[config.mk]
export PLATFORM = sky130hd
export DESIGN_NAME = lu_stall_ctrl
export DESIGN_NICKNAME = d
export VERILOG_FILES = /design/src/rtl/lu_stall_pkg.sv /design/src/rtl/lu_hazard_detect.sv /design/src/rtl/lu_ctrl_mux.sv /design/src/rtl/lu_idex_reg.sv /design/src/rtl/lu_stall_ctrl.sv
export SDC_FILE = /design/constraint.sdc
export NUM_CORES = 1
export LEC_CHECK = 0
export BUFFER_PORTS_ARGS = -buffer_cell sky130_fd_sc_hd__buf_2
export CAP_MARGIN = 25
export CORE_UTILIZATION = 41
export DETAILED_ROUTE_END_ITERATION = 8
export PLACE_DENSITY = 0.76
export SLEW_MARGIN = 5
export SYNTH_ARGS = -nofsm -noshare
export SYNTH_HDL_FRONTEND = slang
export SYNTH_SLANG_ARGS = --single-unit
[constraint.sdc]
create_clock -name clk -period 1.8 [get_ports clk]
set_input_delay 0.18 -clock clk [delete_from_list [all_inputs] [get_ports clk]]
set_output_delay 0.18 -clock clk [all_outputs]
set_load 0.1 [all_outputs]
[src/rtl/lu_stall_pkg.sv]
package lu_stall_pkg;

    localparam int REG_W   = 5;
    localparam int NUM_SRC = 2;

    typedef struct packed {
        logic       reg_dst;
        logic [1:0] alu_op;
        logic       alu_src;
    } ex_ctrl_t;

    typedef struct packed {
        logic branch;
        logic mem_wr;
        logic mem_rd;
    } mem_ctrl_t;

    typedef struct packed {
        logic mem_to_reg;
        logic reg_wr;
    } wb_ctrl_t;

    typedef struct packed {
        ex_ctrl_t  ex;
        mem_ctrl_t mem;
        wb_ctrl_t  wb;
    } stage_ctrl_t;

    localparam int CTRL_W = $bits(stage_ctrl_t);

    function automatic stage_ctrl_t bubble_word();
        stage_ctrl_t b;
        b = '0;
        return b;
    endfunction

    function automatic logic same_reg(input logic [REG_W-1:0] a,
                                      input logic [REG_W-1:0] b);
        return (a == b);
    endfunction

endpackage

[src/rtl/lu_hazard_detect.sv]
module lu_hazard_detect
    import lu_stall_pkg::*;
#(
    parameter int RW = REG_W,
    parameter int NS = NUM_SRC
) (
    input  logic          ex_is_load,
    input  logic [RW-1:0] ex_target,
    input  logic [RW-1:0] dec_src [NS],
    output logic          hazard
);

    logic [NS-1:0] hit;

    for (genvar i = 0; i < NS; i++) begin : g_src
        assign hit[i] = (ex_target == dec_src[i]);
    end

    assign hazard = ex_is_load & (|hit);

endmodule

[src/rtl/lu_ctrl_mux.sv]
module lu_ctrl_mux
    import lu_stall_pkg::*;
(
    input  logic        insert_bubble,
    input  stage_ctrl_t ctrl_in,
    output stage_ctrl_t ctrl_out
);

    always_comb begin
        if (insert_bubble) begin
            ctrl_out = bubble_word();
        end else begin
            ctrl_out = ctrl_in;
        end
    end

endmodule

[src/rtl/lu_idex_reg.sv]
module lu_idex_reg
    import lu_stall_pkg::*;
#(
    parameter int RW = REG_W
) (
    input  logic          clk,
    input  logic          rst,
    input  stage_ctrl_t   d_ctrl,
    input  logic [RW-1:0] d_target,
    output stage_ctrl_t   q_ctrl,
    output logic [RW-1:0] q_target
);

    always_ff @(posedge clk) begin
        if (rst) begin
            q_ctrl   <= '0;
            q_target <= '0;
        end else begin
            q_ctrl   <= d_ctrl;
            q_target <= d_target;
        end
    end

endmodule

[src/rtl/lu_stall_ctrl.sv]
module lu_stall_ctrl
    import lu_stall_pkg::*;
(
    input  logic              clk,
    input  logic              rst,
    input  logic [CTRL_W-1:0] dec_ctrl,
    input  logic [REG_W-1:0]  dec_rs,
    input  logic [REG_W-1:0]  dec_rt,
    input  logic [REG_W-1:0]  dec_dest,
    output logic              pc_wr_en,
    output logic              fetch_wr_en,
    output logic              stall,
    output logic [CTRL_W-1:0] idex_ctrl,
    output logic [REG_W-1:0]  idex_rt
);

    stage_ctrl_t            dec_word;
    stage_ctrl_t            next_word;
    stage_ctrl_t            ex_word;
    logic [REG_W-1:0]       ex_target;
    logic [REG_W-1:0]       src_list [NUM_SRC];

    assign dec_word    = stage_ctrl_t'(dec_ctrl);
    assign src_list[0] = dec_rs;
    assign src_list[1] = dec_rt;

    lu_hazard_detect #(.RW(REG_W), .NS(NUM_SRC)) u_detect (
        .ex_is_load (ex_word.mem.mem_rd),
        .ex_target  (ex_target),
        .dec_src    (src_list),
        .hazard     (stall)
    );

    lu_ctrl_mux u_mux (
        .insert_bubble (stall),
        .ctrl_in       (dec_word),
        .ctrl_out      (next_word)
    );

    lu_idex_reg #(.RW(REG_W)) u_idex (
        .clk      (clk),
        .rst      (rst),
        .d_ctrl   (next_word),
        .d_target (dec_dest),
        .q_ctrl   (ex_word),
        .q_target (ex_target)
    );

    assign pc_wr_en    = ~stall;
    assign fetch_wr_en = ~stall;
    assign idex_ctrl   = CTRL_W'(ex_word);
    assign idex_rt     = ex_target;

    // no memory read in execute means no stall
    p_no_load_r2: assert property (@(posedge clk) disable iff (rst)
        !idex_ctrl[2] |-> !stall);

    // a stall edge loads the bubble
    p_bubble_r4: assert property (@(posedge clk) disable iff (rst)
        stall |=> (idex_ctrl == '0));

    // pass-through when not stalling
    p_pass_r5: assert property (@(posedge clk) disable iff (rst)
        !stall |=> (idex_ctrl == $past(dec_ctrl)) && (idex_rt == $past(dec_dest)));

    // never two stall cycles in a row
    p_single_r6: assert property (@(posedge clk) disable iff (rst)
        stall |=> !stall);

    // reset clears the modelled register
    p_reset_r7: assert property (@(posedge clk)
        rst |=> (idex_ctrl == '0) && (idex_rt == '0));

    // both front-end enables agree and oppose stall
    always_comb begin
        if (!rst) begin
            p_front_r3: assert ((pc_wr_en == fetch_wr_en) && (pc_wr_en != stall));
        end
    end

endmodule

=== Word level (Yosys, flattened, before mapping) ===
Index checks and enable logic that the tools add are counted.

* Register bits: 14
* Input bits: 26
* Output and inout bits: 17
* Logic and storage cells: 15

* Eq/ne operators: 2
* Bitwise logic cells: 2
* Reduce and logical (&&, ||, !) cells: 2

{| class="wikitable"
|+ Operators with widths
! kind !! count
|-
| $eq 5x5->1 || 2
|-
| $reduce_or 2->1 || 2
|-
| $and 1x1->1 || 1
|-
| $not 1->1 || 1
|}

=== Logic depth before layout (Yosys ltp) ===
* Word-level depth: 4
* Gate-level depth with buffers: 5
* Mapped depth without buffers: 3

=== Modules after synthesis ===
From an unflattened synthesis, not the netlist that was laid out.

* Cells, all modules: 55
* Area total of the unflattened synthesis: 589.3 um^2

{| class="wikitable"
|+ By module, submodules not included
! module !! times used !! cells each !! area an instance (um^2)
|-
| lu_idex_reg || 1 || 29 || 407.9
|-
| lu_hazard_detect || 1 || 15 || 113.9
|-
| lu_ctrl_mux || 1 || 9 || 56.3
|-
| lu_stall_ctrl || 1 || 2 || 11.3
|}

=== Least setup slack after synthesis ===
No wires, ideal clock.

* Kind: register -> output
* Start point: register u_idex.q_target[1]
* End point: output port pc_wr_en
* Arrival time: 3.619 ns
* Path slack: -1.999 ns
* Cell stages (with the launch flop): 6
* Path buffers: 2
* Cells stage by stage: dfxtp_1 -> xor2_1 -> nor4_4 -> buf_6 -> a22oi_1 -> buf_4

* Cells in the longest elaborated chain, start to end: 4

{| class="wikitable"
|+ RTL lines
! item !! line !! text
|-
| start: declaration || lu_idex_reg.sv:11 || <nowiki>output logic [RW-1:0] q_target</nowiki>
|-
| start signal: assignment || lu_idex_reg.sv:20 || <nowiki>q_target <= d_target;</nowiki>
|-
| $eq 5x5->1 || lu_hazard_detect.sv:16 || <nowiki>assign hit[i] = (ex_target == dec_src[i]);</nowiki>
|-
| $reduce_or 2->1 * || lu_hazard_detect.sv:19 || <nowiki>assign hazard = ex_is_load & (|hit);</nowiki>
|-
| $and 1x1->1 * || lu_hazard_detect.sv:19 ||
|-
| $not 1->1 * || n/a ||
|-
| end: declaration || lu_stall_ctrl.sv:10 || <nowiki>output logic pc_wr_en,</nowiki>
|}

Mark *: on every way between the ends. The rest lies on a longest branch, timed or not.

=== Final worst setup path ===
* Start point: register u_idex.q_target[1]
* End point: output port pc_wr_en

* Cells in the longest elaborated chain, start to end: 4

{| class="wikitable"
|+ RTL lines
! item !! line !! text
|-
| $eq 5x5->1 || lu_hazard_detect.sv:16 ||
|-
| $reduce_or 2->1 * || lu_hazard_detect.sv:19 ||
|-
| $and 1x1->1 * || lu_hazard_detect.sv:19 ||
|-
| $not 1->1 * || lu_stall_ctrl.sv:49 || <nowiki>assign pc_wr_en = ~stall;</nowiki>
|}

Marks and branches as above.

==> impl_results.md <==
- Fmax: 0.5719 GHz
- Top cell type by total area after synthesis: dfxtp_1
- Register bit total from synthesis: 14
- Vert. Die Dim: 44.04 µm
- DR vias: 593
- Reg clk slew, reported paths: 0.09 ns
- Post-Syn Area: 724.4 µm²
- Dpl hpwl: 1169 µm
- Worst-margin pin slew: 0.4885 ns
- Total power: a little over 800 µW
- Row cnt: 14
- CTS tree: done
- Clk sinks: 14
- LEAKAGE: a little over 0.5 nW
- Core Box Area: 1577 µm²
- Final Slew Violations: 0
- Routability cong.: 0.6876
- RSZ-0062 raised after global routing: yes
- Max Cap Viol: 0
- Chip width: approximately 44 µm
- 1st-iter DRT viols: 7
- Placed inst area: ~1000 µm²
- Sequential share of the synthesized area: 38.69%
- Skew final: 0.009388 ns
- Initial antenna violation count: 0
- Starting density of the core: between 40% and 50%
- # fillers: between 100 and 150
- # nets final: 134
- Post-layout util: 68.10%
- FF-to-FF path depth: 6
- Synthesized area per cell: roughly 12 µm²
- CTS buffer count: 3
- Port Buffers: 42
- Deepest level of the CTS H-tree: 1
- DR vias/cell: 4.821
- DR WL/cell: 12.18 µm
- Hold Path Cell Cnt: 2
- Largest fanout on the critical path: 3
- Final worst path period share: between 90% and 100%
- WL final: around 1500 µm
- Crit start category: flip-flop
- DRC viols: 0
- Top post-synthesis cells by area: dfxtp_1 39%, a221oi_2 17%, xor2_1 9.7%
- Critical-path cell list: xor2_2 > nor4_4 > a22oi_2 > buf_4
- Tot GR Track Use: 18.07%
- DRT antenna net count: 0
- Slew Limit Headroom: 67.66%
- VDD IR max: 0.4034 mV
- First-pass GRT wire length: 2525 µm
- Library cells used by synthesis: 14
- Worst Setup End Kind: primary output
- Net Count, Synth: 86
- Fin area: around 1100 µm²
- Synth top area share: 38.69%
- Outcome: finished clean
- Crit-path max cell delay: 0.37 ns
- CP max stage cell: dfxtp_4
- Antenna cells: 0
- Worst-case clock buffer depth: 2
- Clock Latency Late Sink: 0.28 ns
- Worst EP arrival: 1.57 ns
- Top Ports: 43
- Ys Warns: 0
- Post-synthesis cell count: 60
- Final setup fails: 0
- Share of cells above drive strength 1: 71.03%
- Hold WC Path Type: primary input to flip-flop
- Most frequent cells in the layout: 39 x buf_2, 9 x nand2b_1, 9 x buf_4, 9 x dfxtp_1, 8 x a221oi_2
- GRT overflow: 0
- Pre-Repair DR Iteration Count: 6
- Vias in the first global route: 566
- Commonest non-fill, non-tap cell in the layout: buf_2
- Die footprint: approximately 1900 µm²
- Final min period: 1.749 ns
- Root buffer cell: clkbuf_4
- Largest net degree at the start of global routing: 15
- CP required: 1.62 ns
- Area Overhead vs Synth: 48.19%
- Hold_buf cts: 0
- P per Cell Area: 756.4 nW/µm²
- Crit Path Class: flip-flop to primary output
- Final hold vios: 0
==> cells by family after synthesis <==
| group | count (synthesis) | share of synthesized area (%) |
|---|---|---|
| xor gates and xnor gates | 10 | 12.09 |
| buffers and inverters | 7 | 8.289 |
| DFF | 14 | 38.69 |
| and+or+nand+nor | 18 | 19.69 |
| AOI/OAI and AO/OA | 11 | 21.25 |
==> metrics by stage <==
| step | setup TNS (ns) | hold slack (ns) | setup WS [ns] | instances |
|---|---|---|---|---|
| 2_1_floorplan | -0.9748 | 0.3068 | -0.6357 | 60 |
| 3_3_place_gp | 0 | 0.3913 | 0.2972 | 117 |
| 3_5_place_dp | 0 | 0.3935 | 0.2629 | 117 |
| 4_1_cts | 0 | 0.09687 | 0.03081 | 122 |
| 5_1_grt | -0.05155 | 0.09869 | -0.02627 | 123 |
| 6_report | 0 | 0.1035 | 0.05147 | 123 |
==> critical path: cells and delay by family, from the launching register on <==
kind	cells	cell delay (ns)
xor+xnor	1	0.16
simple gates	1	0.36
flops	1	0.37
compound gates	1	0.14
buf+inv	1	0.26
==> repair_timing <==
item,in CTS,in global routing
endpoints found under the setup margin,2,3
pin swaps,1,2
setup buffers,1,1
gates resized for setup,2,1
==> where the power goes <==
part | total (mW) | internal, mW | switching, mW
Sequential | 0.335 | 0.324 | 0.0110
Clock | 0.186 | 0.0857 | 0.101
Combinational | 0.291 | 0.0819 | 0.209
Total | 0.812 | 0.492 | 0.320
==> path summary, 6_finish.rpt <==
check                                 from                       endpoint  slack (ns)
max          u_idex.q_target[1]$_SDFF_PP0_                       pc_wr_en        0.05
min reg2reg    u_idex.q_ctrl[2]$_SDFF_PP0_    u_idex.q_ctrl[8]$_SDFF_PP0_        0.83
min                            dec_dest[1]  u_idex.q_target[1]$_SDFF_PP0_        0.10
max reg2reg  u_idex.q_target[1]$_SDFF_PP0_    u_idex.q_ctrl[3]$_SDFF_PP0_        0.31
==> metal layers <==
| metal | track usage, % | vias to the layer above | wire, µm |
|---|---|---|---|
| met3 | 2.449 | 2 | 63 |
| met1 | 22.68 | 271 | 606 |
| met4 | 9.091 | 0 | 19 |
| li1 | - | 301 | - |
| met5 | 0 | - | 0 |
| met2 | 30.29 | 19 | 808 |
==> layout make-up <==
cell class	instances	area (µm²)	share of cell area, %
clock buffer	4	26.28	2.448
timing repair buffer	50	294.0	27.39
sequential	14	299.0	27.86
tap	16	20.02	1.865
multi-input combinational	39	434.2	40.44
==> sequential cells by signal (all words and copies together), names as in the netlist <==
name             flops
u_idex.q_ctrl        9
u_idex.q_target      5
==> cells in the mapped netlist <==
cell type  number
clkbuf_1        1
xor2_1          8
buf_6           3
buf_4           3
a22o_4          1
nor2b_1         5
a221oi_2        8
nand2b_1        9
xnor2_1         2
a22oi_1         1
nor4_4          2
and2_1          2
a221oi_1        1
dfxtp_1        14
(Power assumes the default switching activity.)
